===== config.mk =====
export PLATFORM = sky130hd
export DESIGN_NAME = xflow_ctrl
export DESIGN_NICKNAME = d
export VERILOG_FILES = /design/src/rtl/xflow_pkg.sv /design/src/rtl/xflow_rx_match.sv /design/src/rtl/xflow_halt_ctrl.sv /design/src/rtl/xflow_tx_insert.sv /design/src/rtl/xflow_ctrl.sv
export SDC_FILE = /design/constraint.sdc
export NUM_CORES = 1
export LEC_CHECK = 0
export BUFFER_PORTS_ARGS = -buffer_cell sky130_fd_sc_hd__buf_2
export CAP_MARGIN = 20
export CORE_ASPECT_RATIO = 1.2
export CORE_MARGIN = 5
export CORE_UTILIZATION = 42
export DETAILED_ROUTE_END_ITERATION = 6
export HOLD_SLACK_MARGIN = 0.05
export PLACE_DENSITY = 0.8
export SLEW_MARGIN = 20
export SYNTH_ARGS = -nofsm -noshare
export SYNTH_HDL_FRONTEND = slang
export SYNTH_HIERARCHICAL = 1
export SYNTH_SLANG_ARGS = --single-unit

===== constraint.sdc =====
create_clock -name clk_i -period 2.5 [get_ports clk_i]
set_clock_uncertainty 0.2 [all_clocks]
set_input_delay 0.5 -clock clk_i [delete_from_list [all_inputs] [get_ports clk_i]]
set_output_delay 0.5 -clock clk_i [all_outputs]
set_load 0.01 [all_outputs]

===== src/rtl/xflow_pkg.sv =====
package xflow_pkg;
  typedef enum logic [1:0] {PEND_NONE, PEND_XON, PEND_XOFF} pend_e;
  typedef enum logic [1:0] {INS_IDLE, INS_FIRST, INS_SECOND} ins_e;
  localparam logic [1:0] MODE_OFF  = 2'b00;
  localparam logic [1:0] MODE_A    = 2'b10;
  localparam logic [1:0] MODE_B    = 2'b01;
  localparam logic [1:0] MODE_BOTH = 2'b11;
endpackage


===== src/rtl/xflow_rx_match.sv =====
module xflow_rx_match
  import xflow_pkg::*;
#(
  parameter int CW = 8
) (
  input  logic          clk_i,
  input  logic          rst_ni,
  input  logic          rx_valid_i,
  input  logic [CW-1:0] rx_char_i,
  input  logic [CW-1:0] xon_a_i,
  input  logic [CW-1:0] xon_b_i,
  input  logic [CW-1:0] xoff_a_i,
  input  logic [CW-1:0] xoff_b_i,
  input  logic [1:0]    rx_mode_i,
  input  logic          special_en_i,
  output logic          xon_hit_o,
  output logic          xoff_hit_o,
  output logic          spec_hit_o,
  output logic          out_valid_o,
  output logic          keep_o,
  output logic          flush_o,
  output logic [CW-1:0] flush_char_o
);
  pend_e         pend_q, pend_d;
  logic [CW-1:0] pend_char_q;
  logic          keep_d, flush_d;

  always_comb begin
    pend_d     = pend_q;
    keep_d     = 1'b1;
    flush_d    = 1'b0;
    xon_hit_o  = 1'b0;
    xoff_hit_o = 1'b0;
    spec_hit_o = 1'b0;
    if (rx_valid_i) begin
      pend_d  = PEND_NONE;
      flush_d = (pend_q != PEND_NONE);
      if (special_en_i && rx_char_i == xoff_b_i) begin
        spec_hit_o = 1'b1;
      end else begin
        unique case (rx_mode_i)
          MODE_A: begin
            if (rx_char_i == xon_a_i) begin
              xon_hit_o = 1'b1; keep_d = 1'b0;
            end else if (rx_char_i == xoff_a_i) begin
              xoff_hit_o = 1'b1; keep_d = 1'b0;
            end
          end
          MODE_B: begin
            if (rx_char_i == xon_b_i) begin
              xon_hit_o = 1'b1; keep_d = 1'b0;
            end else if (rx_char_i == xoff_b_i) begin
              xoff_hit_o = 1'b1; keep_d = 1'b0;
            end
          end
          MODE_BOTH: begin
            if (pend_q == PEND_XON && rx_char_i == xon_b_i) begin
              xon_hit_o = 1'b1; keep_d = 1'b0; flush_d = 1'b0;
            end else if (pend_q == PEND_XOFF && rx_char_i == xoff_b_i) begin
              xoff_hit_o = 1'b1; keep_d = 1'b0; flush_d = 1'b0;
            end else if (rx_char_i == xon_a_i) begin
              pend_d = PEND_XON; keep_d = 1'b0;
            end else if (rx_char_i == xoff_a_i) begin
              pend_d = PEND_XOFF; keep_d = 1'b0;
            end
          end
          default: ;
        endcase
      end
    end
  end

  always_ff @(posedge clk_i or negedge rst_ni) begin
    if (!rst_ni) begin
      pend_q       <= PEND_NONE;
      pend_char_q  <= '0;
      out_valid_o  <= 1'b0;
      keep_o       <= 1'b0;
      flush_o      <= 1'b0;
      flush_char_o <= '0;
    end else begin
      out_valid_o <= rx_valid_i;
      flush_o     <= flush_d;
      if (rx_valid_i) begin
        keep_o       <= keep_d;
        flush_char_o <= pend_char_q;
        pend_q       <= pend_d;
        if (pend_d != PEND_NONE) pend_char_q <= rx_char_i;
      end
    end
  end
endmodule


===== src/rtl/xflow_halt_ctrl.sv =====
module xflow_halt_ctrl (
  input  logic clk_i,
  input  logic rst_ni,
  input  logic rx_valid_i,
  input  logic xon_hit_i,
  input  logic xoff_hit_i,
  input  logic spec_hit_i,
  input  logic any_resume_i,
  input  logic xoff_irq_en_i,
  input  logic iir_read_i,
  input  logic tx_busy_i,
  output logic tx_halt_o,
  output logic xoff_irq_o
);
  logic halt_req_q, irq_stop_q, irq_spec_q;

  always_ff @(posedge clk_i or negedge rst_ni) begin
    if (!rst_ni) begin
      halt_req_q <= 1'b0;
      irq_stop_q <= 1'b0;
    end else if (xoff_hit_i) begin
      halt_req_q <= 1'b1;
      if (xoff_irq_en_i) irq_stop_q <= 1'b1;
    end else if (xon_hit_i) begin
      halt_req_q <= 1'b0;
      irq_stop_q <= 1'b0;
    end else if (rx_valid_i && any_resume_i) begin
      halt_req_q <= 1'b0;
    end
  end

  always_ff @(posedge clk_i or negedge rst_ni) begin
    if (!rst_ni)                        irq_spec_q <= 1'b0;
    else if (spec_hit_i && xoff_irq_en_i) irq_spec_q <= 1'b1;
    else if (iir_read_i)                irq_spec_q <= 1'b0;
  end

  // halt only takes effect at a character boundary
  always_ff @(posedge clk_i or negedge rst_ni) begin
    if (!rst_ni)         tx_halt_o <= 1'b0;
    else if (!tx_busy_i) tx_halt_o <= halt_req_q;
  end

  assign xoff_irq_o = irq_stop_q | irq_spec_q;
endmodule


===== src/rtl/xflow_tx_insert.sv =====
module xflow_tx_insert
  import xflow_pkg::*;
#(
  parameter int CW    = 8,
  parameter int LVL_W = 7
) (
  input  logic             clk_i,
  input  logic             rst_ni,
  input  logic [CW-1:0]    xon_a_i,
  input  logic [CW-1:0]    xon_b_i,
  input  logic [CW-1:0]    xoff_a_i,
  input  logic [CW-1:0]    xoff_b_i,
  input  logic [1:0]       tx_mode_i,
  input  logic [1:0]       word_len_i,
  input  logic [LVL_W-1:0] fifo_level_i,
  input  logic [LVL_W-1:0] halt_thr_i,
  input  logic [LVL_W-1:0] resume_thr_i,
  input  logic             ins_ack_i,
  output logic             ins_req_o,
  output logic [CW-1:0]    ins_char_o
);
  localparam int MIN_BITS = 5;
  ins_e       st_q;
  logic       stop_sent_q, kind_stop_q;
  logic [1:0] mode_q;
  logic [CW-1:0] raw_char, len_mask;

  always_ff @(posedge clk_i or negedge rst_ni) begin
    if (!rst_ni) begin
      st_q        <= INS_IDLE;
      stop_sent_q <= 1'b0;
      kind_stop_q <= 1'b0;
      mode_q      <= MODE_OFF;
    end else begin
      unique case (st_q)
        INS_IDLE: if (tx_mode_i != MODE_OFF) begin
          if (!stop_sent_q && fifo_level_i >= halt_thr_i) begin
            st_q <= INS_FIRST; kind_stop_q <= 1'b1; stop_sent_q <= 1'b1;
            mode_q <= tx_mode_i;
          end else if (stop_sent_q && fifo_level_i <= resume_thr_i) begin
            st_q <= INS_FIRST; kind_stop_q <= 1'b0; stop_sent_q <= 1'b0;
            mode_q <= tx_mode_i;
          end
        end
        INS_FIRST:  if (ins_ack_i) st_q <= (mode_q == MODE_BOTH) ? INS_SECOND : INS_IDLE;
        INS_SECOND: if (ins_ack_i) st_q <= INS_IDLE;
        default:    st_q <= INS_IDLE;
      endcase
    end
  end

  always_comb begin
    if (st_q == INS_SECOND || mode_q == MODE_B)
      raw_char = kind_stop_q ? xoff_b_i : xon_b_i;
    else
      raw_char = kind_stop_q ? xoff_a_i : xon_a_i;
    len_mask = {CW{1'b1}} >> (CW - MIN_BITS - int'(word_len_i));
  end

  assign ins_req_o  = (st_q != INS_IDLE);
  assign ins_char_o = raw_char & len_mask;
endmodule


===== src/rtl/xflow_ctrl.sv =====
module xflow_ctrl #(
  parameter int LVL_W = 7
) (
  input  logic             clk_i,
  input  logic             rst_ni,
  input  logic             rx_valid_i,
  input  logic [7:0]       rx_char_i,
  input  logic [7:0]       xon_a_i,
  input  logic [7:0]       xon_b_i,
  input  logic [7:0]       xoff_a_i,
  input  logic [7:0]       xoff_b_i,
  input  logic [1:0]       rx_mode_i,
  input  logic [1:0]       tx_mode_i,
  input  logic             any_resume_i,
  input  logic             special_en_i,
  input  logic             xoff_irq_en_i,
  input  logic             iir_read_i,
  input  logic [1:0]       word_len_i,
  input  logic [LVL_W-1:0] fifo_level_i,
  input  logic [LVL_W-1:0] halt_thr_i,
  input  logic [LVL_W-1:0] resume_thr_i,
  input  logic             tx_busy_i,
  input  logic             ins_ack_i,
  output logic             tx_halt_o,
  output logic             ins_req_o,
  output logic [7:0]       ins_char_o,
  output logic             rx_out_valid_o,
  output logic             rx_keep_o,
  output logic             flush_o,
  output logic [7:0]       flush_char_o,
  output logic             xoff_irq_o
);
  logic xon_hit, xoff_hit, spec_hit;

  xflow_rx_match #(.CW(8)) u_match (
    .clk_i, .rst_ni, .rx_valid_i, .rx_char_i,
    .xon_a_i, .xon_b_i, .xoff_a_i, .xoff_b_i,
    .rx_mode_i, .special_en_i,
    .xon_hit_o(xon_hit), .xoff_hit_o(xoff_hit), .spec_hit_o(spec_hit),
    .out_valid_o(rx_out_valid_o), .keep_o(rx_keep_o),
    .flush_o, .flush_char_o
  );

  xflow_halt_ctrl u_halt (
    .clk_i, .rst_ni, .rx_valid_i,
    .xon_hit_i(xon_hit), .xoff_hit_i(xoff_hit), .spec_hit_i(spec_hit),
    .any_resume_i, .xoff_irq_en_i, .iir_read_i, .tx_busy_i,
    .tx_halt_o, .xoff_irq_o
  );

  xflow_tx_insert #(.CW(8), .LVL_W(LVL_W)) u_ins (
    .clk_i, .rst_ni, .xon_a_i, .xon_b_i, .xoff_a_i, .xoff_b_i,
    .tx_mode_i, .word_len_i, .fifo_level_i, .halt_thr_i, .resume_thr_i,
    .ins_ack_i, .ins_req_o, .ins_char_o
  );
endmodule


==> impl_metrics.toml, run 1 <==
[outcome]
outcome = "complete, no violations"

[layout]
finalCoreUtilization_pct = 53.5
final_common_cell = "sky130_fd_sc_hd__buf_2"
area_growth_pct = 25.0
most_frequent_cells_in_the_layout = "sky130_fd_sc_hd__buf_2, sky130_fd_sc_hd__dfrtp_1, sky130_fd_sc_hd__inv_1"
layout-drive-gt1-share_pct = 47.5
antenna_cells_inserted = 0
numnets_final = 407

[floorplanning]
dieArea_mm2 = 0.00732
starting_utilization_of_the_core_area_pct = 42.8
placeableCoreArea_mm2 = 0.00559
rows = 30
die_width_um = 78.9
io_pins = 98
dieHeight_um = 92.7

[global_routing]
grt_pass1_vias = 2223
first_pass_grt_wire_length_um = 10700
grt.overflow.total = 0
global_route.usage.total_pct = 18.5
grt_max_degree = 31
antenna_found_initial = 0

[setup_path]
cp-start-kind = "register"
worst_path_max_stage_delay_ns = 0.39
wp_data_arrival_ns = 1.64
worst_path_max_delay_cell = "sky130_fd_sc_hd__dfrtp_1"
critical_path_sink_type = "output port"
critical_path_peak_fanout = 5
crit_chain = "nand2b_1 > o21ai_4 > mux4_2 > and2_1 > buf_2"
required_time_reported_for_the_critical_path_endpoint_ns = 1.80
worstSetupPathType = "register to output port"

[timing]
worst_pin_slew_ns = 0.657
finalWorstPathRequiredPeriod_ns = 2.34
max-slew-margin-rel_pct = 56.2
finalHoldViolations = 0
clock.fmax_ghz = 0.428
rsz0062_at_grt = "no"
number_of_max_slew_violations_in_the_final_report = 0
timing.final.setup_violations = 0
share_of_the_cycle_needed_by_the_critical_path_after_routing_pct = 93.5
setup-tns-final_ns = 0
layout_setup_ws_ns = 0.162

[synth]
postSynthRegisterBits = 30
synthesis.area_mm2 = 0.00239
seq_area_frac_synth_pct = 31.4
cell_count_after_synthesis = 220
syn_avg_cell_area_um2 = 10.9
synth_nets = 310
synth_async_sr_flop_share_pct = 100
synth_warnings = 6
synth.lib_cells_used.distinct = 49
number_of_synthesized_flops_with_an_enable_pin = 0
synth_top_flop_cell = "sky130_fd_sc_hd__dfrtp_1"

[placed_design]
gp_congestion = 0.936
port_buffers = 97
placement.setup.worst_slack_ns = 0.0549
detailed_place_hpwl_um = 5320

[cts]
clk_latency_ns = 0.29
cts_max_level = 2
cts_max_path_buffers = 2
tritoncts_num_sinks = 30
cts_buffers = 5
cts-root-buf = "sky130_fd_sc_hd__clkbuf_8"
tritoncts = "built"
clkTransAtPathRegs_ns = 0.07
cts_hold_buf = 0

[pwr]
power.leakage_uw = 0.00156
seq_power_share_pct = 33.5
clkPwrFrac_pct = 23.2
worst_case_vdd_ir_drop_mv = 0.351
power.density_mw_per_mm2 = 597
switching_share_pct = 34.5
share_comb_of_total_power_pct = 43.3
cell_internal_pwr_uw = 1170
total_switching_power_uw = 616

[worst_hold_path]
worst_hold_path_type = "input port to asynchronous set/reset pin"

[route]
routedWlPerCell_um = 16.6
ant_nets = 0
detailedRoute.firstIterationViolations = 161
detail_route.vias_per_cell = 5.40
first_pass_iters = 6
wirelength_um = 6360
route.detailed.drc = 0
routed-via-count = 2062

[flow_run]
maxCapViolCount = 0
## per-stage QoR
| step | area [µm²] | hold WS, ns | cells | power (µW) |
|---|---|---|---|---|
| floorplan | 2390 | 0.00441 | 220 | 1100 |
| global placement | 2880 | 0.284 | 372 | 1340 |
| detailed placement | 2880 | 0.291 | 372 | 1360 |
| CTS | 2980 | 0.0619 | 380 | 1770 |
| global route | 2990 | 0.0956 | 382 | 1910 |
| finish | 2990 | 0.0402 | 382 | 1790 |
## cell usage after synthesis, drive strengths merged, types with 2 or more instances
cell	count	area [µm²]
a21oi	8	43.8
nand2b	4	25.0
o2111ai	2	17.5
a31o	2	17.5
mux2i	2	20.0
inv	21	78.8
dfrtp	30	751
xor2	16	140
buf	10	86.3
nand3	5	25.0
ha	14	175
o211ai	2	25.0
mux2	19	255
nand4	8	65.1
xnor2	16	140
nor4	4	37.5
o21a	2	15.0
o21ai	9	56.3
mux4	7	161
nor2	8	37.5
a21boi	2	15.0
o22ai	3	18.8
nand2	9	38.8
a31oi	3	25.0
## registers in the layout, summed over array words and instances, names as in the netlist
register              cells
u_halt/halt_req_q         1
u_halt/irq_spec_q         1
u_halt/irq_stop_q         1
u_halt/tx_halt_o          1
u_ins/kind_stop_q         1
u_ins/mode_q              2
u_ins/st_q                2
u_match/flush_char_o      8
u_match/flush_o           1
u_match/keep_o            1
u_match/out_valid_o       1
u_match/pend_char_q       8
u_match/pend_q            2
## critical path: cells and delay by family, from the launching register on
kind                   cells  cell delay, ns
muxes                      1            0.35
DFF                        1            0.39
buffers and inverters      1            0.13
AOI/OAI and AO/OA          1            0.12
and+or+nand+nor            2            0.37
## logic make-up after synthesis
family	after synthesis	synth area share, %
multiplexers	28	18.2
AND/OR/NAND/NOR	46	12.0
adder cells (fa/ha/maj)	14	7.32
buffers and inverters	31	6.90
flip-flops	30	31.4
XOR/XNOR	32	11.7
AO/OA/AOI/OAI	39	12.5
## power groups by stage
stage	logic (µW)	registers [µW]	clock network (µW)
6_report	773	598	414
5_1_grt	846	609	452
4_1_cts	754	597	421
3_5_place_dp	749	606	0
3_3_place_gp	735	603	0
2_1_floorplan	524	581	0
## routing by layer
metal | global-route usage, % | share of wire [%]
met1 | 21.8 | 38
met5 | 0 | 0
met2 | 32.2 | 50
met3 | 5.84 | 9.7
met4 | 5.44 | 2.2
## timing repair
item,in CTS,in global routing
setup buffers,0,2
endpoints found under the setup margin,0,3
gates resized for setup,0,1
## area by class of cell
type / count / area, µm²
Clock buffer: 6 / 82.6
Clock inverter: 2 / 12.5
Fill cell: 505 / 2600
Inverter: 21 / 78.8
Multi-Input combinational cell: 159 / 1480
Sequential cell: 30 / 752
Tap cell: 64 / 80.1
Timing Repair Buffer: 100 / 508
## final timing paths
kind	start	endpoint	slack, ns	depth (start not counted)
max	u_ins/st_q[0]	ins_char_o[6]	0.16	5
min	rst_ni	u_halt/irq_stop_q	0.04	1
max reg2reg	u_match/pend_q[1]	u_match/pend_char_q[7]	0.67	4
min reg2reg	u_match/flush_char_o[1]	u_match/flush_char_o[1]	0.31	1
max in group asynchronous	rst_ni	u_ins/kind_stop_q	1.59	1
min in group clk_i	iir_read_i	u_halt/irq_spec_q	0.19	2
(Power assumes the default switching activity.)
==> run 2: changes to the inputs <==
--- a/config.mk
+++ b/config.mk
@@ -7,8 +7,7 @@
 export LEC_CHECK = 0
 export BUFFER_PORTS_ARGS = -buffer_cell sky130_fd_sc_hd__buf_2
 export CAP_MARGIN = 20
-export CORE_ASPECT_RATIO = 1.2
-export CORE_MARGIN = 5
+export CORE_MARGIN = 2
 export CORE_UTILIZATION = 42
 export DETAILED_ROUTE_END_ITERATION = 6
 export HOLD_SLACK_MARGIN = 0.05
==> run 2 against run 1 <==
Against the previous run: sequential power fell by 1%; critical endpoint is now ins_char_o[5]; largest cell class unchanged; combinational power rose by 6.0%; clock power fell by 3%; critical path type unchanged.
==> impl_metrics.toml, run 2 (same netlist as run 1, synthesis figures left out) <==
[layout]
regArea_um2 = 751
antenna_cells_inserted = 0
numnets_final = 411
largest_registers = "u_match/flush_char_o (8), u_match/pend_char_q (8)"
multi_input_area_mm2 = 0.00148
layout-drive-gt1-share_pct = 47.5
most_frequent_cells_in_the_layout = "sky130_fd_sc_hd__buf_2, sky130_fd_sc_hd__dfrtp_1, sky130_fd_sc_hd__inv_1"
layout.filler_cells = 454
finish.instance_area_mm2 = 0.00303
final_common_cell = "sky130_fd_sc_hd__buf_2"
area_growth_pct = 26.5

[placed_design]
detailed_place_hpwl_um = 4760
postPlaceCellArea_mm2 = 0.00290
port_buffers = 97
gp_congestion = 0.849

[global_routing]
antenna_found_initial = 0
first_pass_grt_wire_length_um = 9200
grt_pass1_vias = 2065
grt.overflow.total = 0
grt_max_degree = 31
global_route.usage.total_pct = 18.8

[setup_path]
critical_path_peak_fanout = 8
worst_path_max_stage_delay_ns = 0.43
rr_worst_depth = 4
critical_path_sink_type = "output port"
required_time_reported_for_the_critical_path_endpoint_ns = 1.80
worst_path_max_delay_cell = "sky130_fd_sc_hd__dfrtp_1"
wp_data_arrival_ns = 1.72
worst-r2r-setup-slack_ns = 0.68
crit_chain = "o21ai_4 > mux4_1 > o21a_1 > buf_2"
cp-start-kind = "register"
r2r_end = "u_match/pend_char_q[7]"
rr_startpoint = "u_match/pend_q[1]"
timing.critical_path.max_delay_family = "compound AO/OA/AOI/OAI gates"
critical_path_buffers_and_inverters = 1
worstSetupPathType = "register to output port"

[cts]
tritoncts_num_sinks = 30
cts_max_level = 2
cts_max_path_buffers = 2
clkTransAtPathRegs_ns = 0.06
cts_hold_buf = 0
cts-root-buf = "sky130_fd_sc_hd__clkbuf_8"
cts_buffers = 5
tritoncts = "built"
ctsResizeCount = 0
clk_latency_ns = 0.28

[timing]
rsz0062_at_grt = "no"
timing.final.setup_violations = 0
worst_pin_slew_ns = 0.680
max-slew-margin-rel_pct = 54.6
finalWorstPathRequiredPeriod_ns = 2.42
setup-tns-final_ns = 0
share_of_the_cycle_needed_by_the_critical_path_after_routing_pct = 96.9
number_of_max_slew_violations_in_the_final_report = 0
clock.fmax_ghz = 0.413
finalHoldViolations = 0

[floorplanning]
placeableCoreArea_mm2 = 0.00551
dieArea_mm2 = 0.00632
io_pins = 98
die_width_um = 79.5
rows = 27
dieHeight_um = 79.5
starting_utilization_of_the_core_area_pct = 43.5

[pwr]
power.leakage_uw = 0.00159
power.density_mw_per_mm2 = 599
worst_case_vdd_ir_drop_mv = 0.273

[outcome]
outcome = "complete, no violations"

[route]
routed-via-count = 2084
detail_route.vias_per_cell = 5.29
wirelength_um = 5910
detailedRoute.firstIterationViolations = 122
ant_nets = 0
routedWlPerCell_um = 15.0
first_pass_iters = 4
route.detailed.drc = 0

[worst_hold_path]
worst_hold_path_type = "input port to asynchronous set/reset pin"

[flow_run]
maxCapViolCount = 0
run 2: cell types whose count changed in the layout (fill, tap and decap cells not counted), sizes merged:
cell / change
buf: +4
clkbuf: +1
clkinvlp: -1
run 2: where the power goes:
group | total (µW) | switching (µW) | internal, µW | leakage [µW]
Clock | 402 | 180 | 222 | 0.0000482
Sequential | 590 | 51.0 | 539 | 0.000399
Combinational | 819 | 377 | 442 | 0.00114
run 2: worst max-delay path by stage:
stage | endpoint | slack [ns] | depth (start not counted) | start
finish | ins_char_o[5] | 0.08 | 4 | u_ins/mode_q[1]
global route | ins_char_o[7] | 0.006 | 5 | u_ins/mode_q[1]
CTS | ins_char_o[5] | 0.03 | 5 | u_ins/mode_q[0]
detailed placement | u_match/pend_char_q[5] | 0.02 | 7 | rx_char_i[4]
global placement | u_match/pend_char_q[1] | 0.07 | 7 | rx_char_i[0]
floorplan | u_match/pend_char_q[0] | 0.32 | 7 | rx_char_i[4]
run 2: per-stage QoR:
stage,cells,utilization [%],power (µW),hold WS [ns],setup WS [ns]
global route,394,55.0,1910,0.105,0.00638
global placement,381,52.6,1320,0.286,0.0655
finish,394,55.0,1810,0.0498,0.0767
detailed placement,381,52.6,1340,0.289,0.0187
CTS,389,54.3,1750,0.0777,0.0307
floorplan,220,-,1100,0.00441,0.322
run 2: per-layer routing:
metal,share of wire (%),vias to the layer above,global-route usage [%],wire length (µm)
met1,39,969,20.4,2330
met3,10,12,4.98,601
met2,49,119,34.1,2870
li1,-,984,-,-
met5,0,-,0,0
met4,1.9,0,8.10,114
run 2: worst reg2reg max path: stages (launching register included):
cell,delay [ns]
sky130_fd_sc_hd__dfrtp_1,0.41
sky130_fd_sc_hd__and2b_1,0.21
sky130_fd_sc_hd__a22oi_4,0.25
sky130_fd_sc_hd__nand4_4,0.27
sky130_fd_sc_hd__mux2_4,0.37
run 2: final cells by class:
type / instances / area share, %
Clock inverter: 1 / 0.165
Inverter: 21 / 2.60
Sequential cell: 30 / 24.8
Timing Repair Buffer: 104 / 17.8
Clock buffer: 7 / 2.85
Tap cell: 72 / 2.98
Multi-Input combinational cell: 159 / 48.8
run 2: what timing repair did:
| action | in CTS | in global routing |
|---|---|---|
| endpoints found under the hold margin | 0 | 0 |
| endpoints found under the setup margin | 0 | 3 |
| buffers inserted | 0 | 5 |
==> run 3: changes to the inputs <==
--- a/config.mk
+++ b/config.mk
@@ -5,13 +5,13 @@
 export SDC_FILE = /design/constraint.sdc
 export NUM_CORES = 1
 export LEC_CHECK = 0
-export BUFFER_PORTS_ARGS = -buffer_cell sky130_fd_sc_hd__buf_2
 export CAP_MARGIN = 20
 export CORE_MARGIN = 2
 export CORE_UTILIZATION = 42
 export DETAILED_ROUTE_END_ITERATION = 6
+export DONT_BUFFER_PORTS = 1
 export HOLD_SLACK_MARGIN = 0.05
-export PLACE_DENSITY = 0.8
+export PLACE_DENSITY = 0.65
 export SLEW_MARGIN = 20
 export SYNTH_ARGS = -nofsm -noshare
 export SYNTH_HDL_FRONTEND = slang
==> run 3 against run 2 <==
Against the previous run: total power decreased by 8.6%; largest cell class unchanged; critical path depth is 1 higher; maximum frequency grew 2.6%; wire length fell by 4.2%; utilization decreased by 8.6 points; cell count down 25%; combinational power shrank 29%.
==> impl_metrics.toml, run 3 (same netlist as run 1, synthesis figures left out) <==
[outcome]
outcome = "complete, no violations"

[floorplanning]
dieHeight_um = 79.5
die_width_um = 79.5
rows = 27
starting_utilization_of_the_core_area_pct = 43.5
dieArea_mm2 = 0.00632
placeableCoreArea_mm2 = 0.00551
io_pins = 98

[timing]
number_of_max_slew_violations_in_the_final_report = 0
worst_pin_slew_ns = 0.388
clock.fmax_ghz = 0.423
finalHoldViolations = 0
rsz0062_at_grt = "no"
share_of_the_cycle_needed_by_the_critical_path_after_routing_pct = 94.5
timing.final.setup_violations = 0
finalWorstPathRequiredPeriod_ns = 2.36
max-slew-margin-rel_pct = 73.9
setup-tns-final_ns = 0

[route]
ant_nets = 0
first_pass_iters = 4
detail_route.vias_per_cell = 5.77
routedWlPerCell_um = 19.3
detailedRoute.firstIterationViolations = 86
route.detailed.drc = 0
routed-via-count = 1695
wirelength_um = 5660

[pwr]
share_comb_of_total_power_pct = 35.1
clkPwrFrac_pct = 29.0
switching_share_pct = 31.8
total_switching_power_uw = 526
seq_power_share_pct = 35.9
worst_case_vdd_ir_drop_mv = 0.280
power.density_mw_per_mm2 = 648
cell_internal_pwr_uw = 1130
power.leakage_uw = 0.00119

[setup_path]
critical_path_peak_fanout = 9
critical_path_sink_type = "output port"
required_time_reported_for_the_critical_path_endpoint_ns = 1.80
wp_data_arrival_ns = 1.66
cp-start-kind = "register"
worstSetupPathType = "register to output port"

[cts]
clkTransAtPathRegs_ns = 0.07
cts_max_path_buffers = 2
cts-root-buf = "sky130_fd_sc_hd__clkbuf_8"
tritoncts = "built"
clk_latency_ns = 0.28
ctsResizeCount = 0
tritoncts_num_sinks = 30
cts_buffers = 5
cts_max_level = 2

[layout]
numnets_final = 311
layout-drive-gt1-share_pct = 23.4
finalNonFillerCells = 294
finalCoreUtilization_pct = 46.4
largest_registers = "u_match/flush_char_o (8), u_match/pend_char_q (8)"
area_growth_pct = 6.69
final_common_cell = "sky130_fd_sc_hd__dfrtp_1"
most_frequent_cells_in_the_layout = "sky130_fd_sc_hd__dfrtp_1, sky130_fd_sc_hd__inv_1, sky130_fd_sc_hd__xnor2_1, sky130_fd_sc_hd__xor2_1, sky130_fd_sc_hd__ha_1"
antenna_cells_inserted = 0
layout.filler_cells = 513

[placed_design]
detailed_place_hpwl_um = 4620
port_buffers = 0
place_inst = 283
gp_congestion = 0.894

[global_routing]
grt_pass1_vias = 1807
grt_max_degree = 31
antenna_found_initial = 0
first_pass_grt_wire_length_um = 9260
global_route.usage.total_pct = 19.3
grt.overflow.total = 0

[flow_run]
maxCapViolCount = 0

[worst_hold_path]
worst_hold_path_type = "input port to register"
## run 3: changes by cell type in the layout (fill, tap and decap cells not counted)
cell | before | now
sky130_fd_sc_hd__clkbuf_8 | 6 | 5
sky130_fd_sc_hd__bufinv_16 | 0 | 1
sky130_fd_sc_hd__dlygate4sd3_1 | 0 | 2
sky130_fd_sc_hd__clkbuf_1 | 1 | 0
sky130_fd_sc_hd__buf_2 | 97 | 0
sky130_fd_sc_hd__buf_12 | 0 | 1
sky130_fd_sc_hd__clkinv_2 | 1 | 2
sky130_fd_sc_hd__buf_4 | 7 | 1
## run 3: worst max-delay path, stage by stage, from the launching register on
cell                       delay [ns]
sky130_fd_sc_hd__dfrtp_1         0.38
sky130_fd_sc_hd__inv_1           0.08
sky130_fd_sc_hd__o21ai_4         0.35
sky130_fd_sc_hd__mux2i_1         0.13
sky130_fd_sc_hd__a21oi_1         0.14
sky130_fd_sc_hd__a21boi_1        0.30
## run 3: path summary, 6_finish.rpt
path,from,end,slack (ns),depth (start not counted)
worst min register to register,u_match/pend_char_q[0],u_match/pend_char_q[0],0.31,1
min in group asynchronous,rst_ni,u_ins/mode_q[0],0.45,2
max in group asynchronous,rst_ni,u_halt/irq_spec_q,1.48,2
worst max-delay path,u_ins/mode_q[0],ins_char_o[7],0.14,5
worst max register to register,u_match/pend_q[1],u_match/pend_char_q[4],0.69,4
worst min-delay path,ins_ack_i,u_ins/st_q[1],0.12,1
## run 3: layout make-up
| cell class | count | area [µm²] | area share (%) |
|---|---|---|---|
| Inverter | 21 | 78.8 | 3.09 |
| Sequential cell | 30 | 751 | 29.4 |
| Clock buffer | 5 | 68.8 | 2.69 |
| Clock inverter | 3 | 40.0 | 1.57 |
| Timing Repair Buffer | 4 | 47.5 | 1.86 |
| Multi-Input combinational cell | 159 | 1480 | 57.9 |
| Tap cell | 72 | 90.1 | 3.53 |
## run 3: power groups by stage
stage	clock network, µW	registers (µW)	logic, µW
floorplan	0	581	524
global placement	0	599	561
detailed placement	0	603	567
CTS	499	594	587
global route	525	602	636
finish	480	594	582
## run 3: through the flow
step / worst slack, ns / cell area (µm²) / total power, µW / hold slack [ns]
2_1_floorplan: 0.322 / 2390 / 1100 / 0.00441
3_3_place_gp: 0.224 / 2400 / 1160 / 0.00508
3_5_place_dp: 0.203 / 2400 / 1170 / 0.00492
4_1_cts: 0.122 / 2550 / 1680 / 0.101
5_1_grt: 0.0348 / 2550 / 1760 / 0.109
6_report: 0.138 / 2550 / 1660 / 0.115
## run 3: per-layer routing
layer | global-route usage, % | routed length, µm
met1 | 22.8 | 2330
met2 | 31.5 | 2640
met3 | 8.37 | 612
met4 | 6.21 | 84
met5 | 0 | 0
## run 3: timing repair
action | 4_1_cts | 5_1_grt
endpoints found under the hold margin | 31 | 0
setup buffers | 0 | 0
hold buffers | 3 | 0
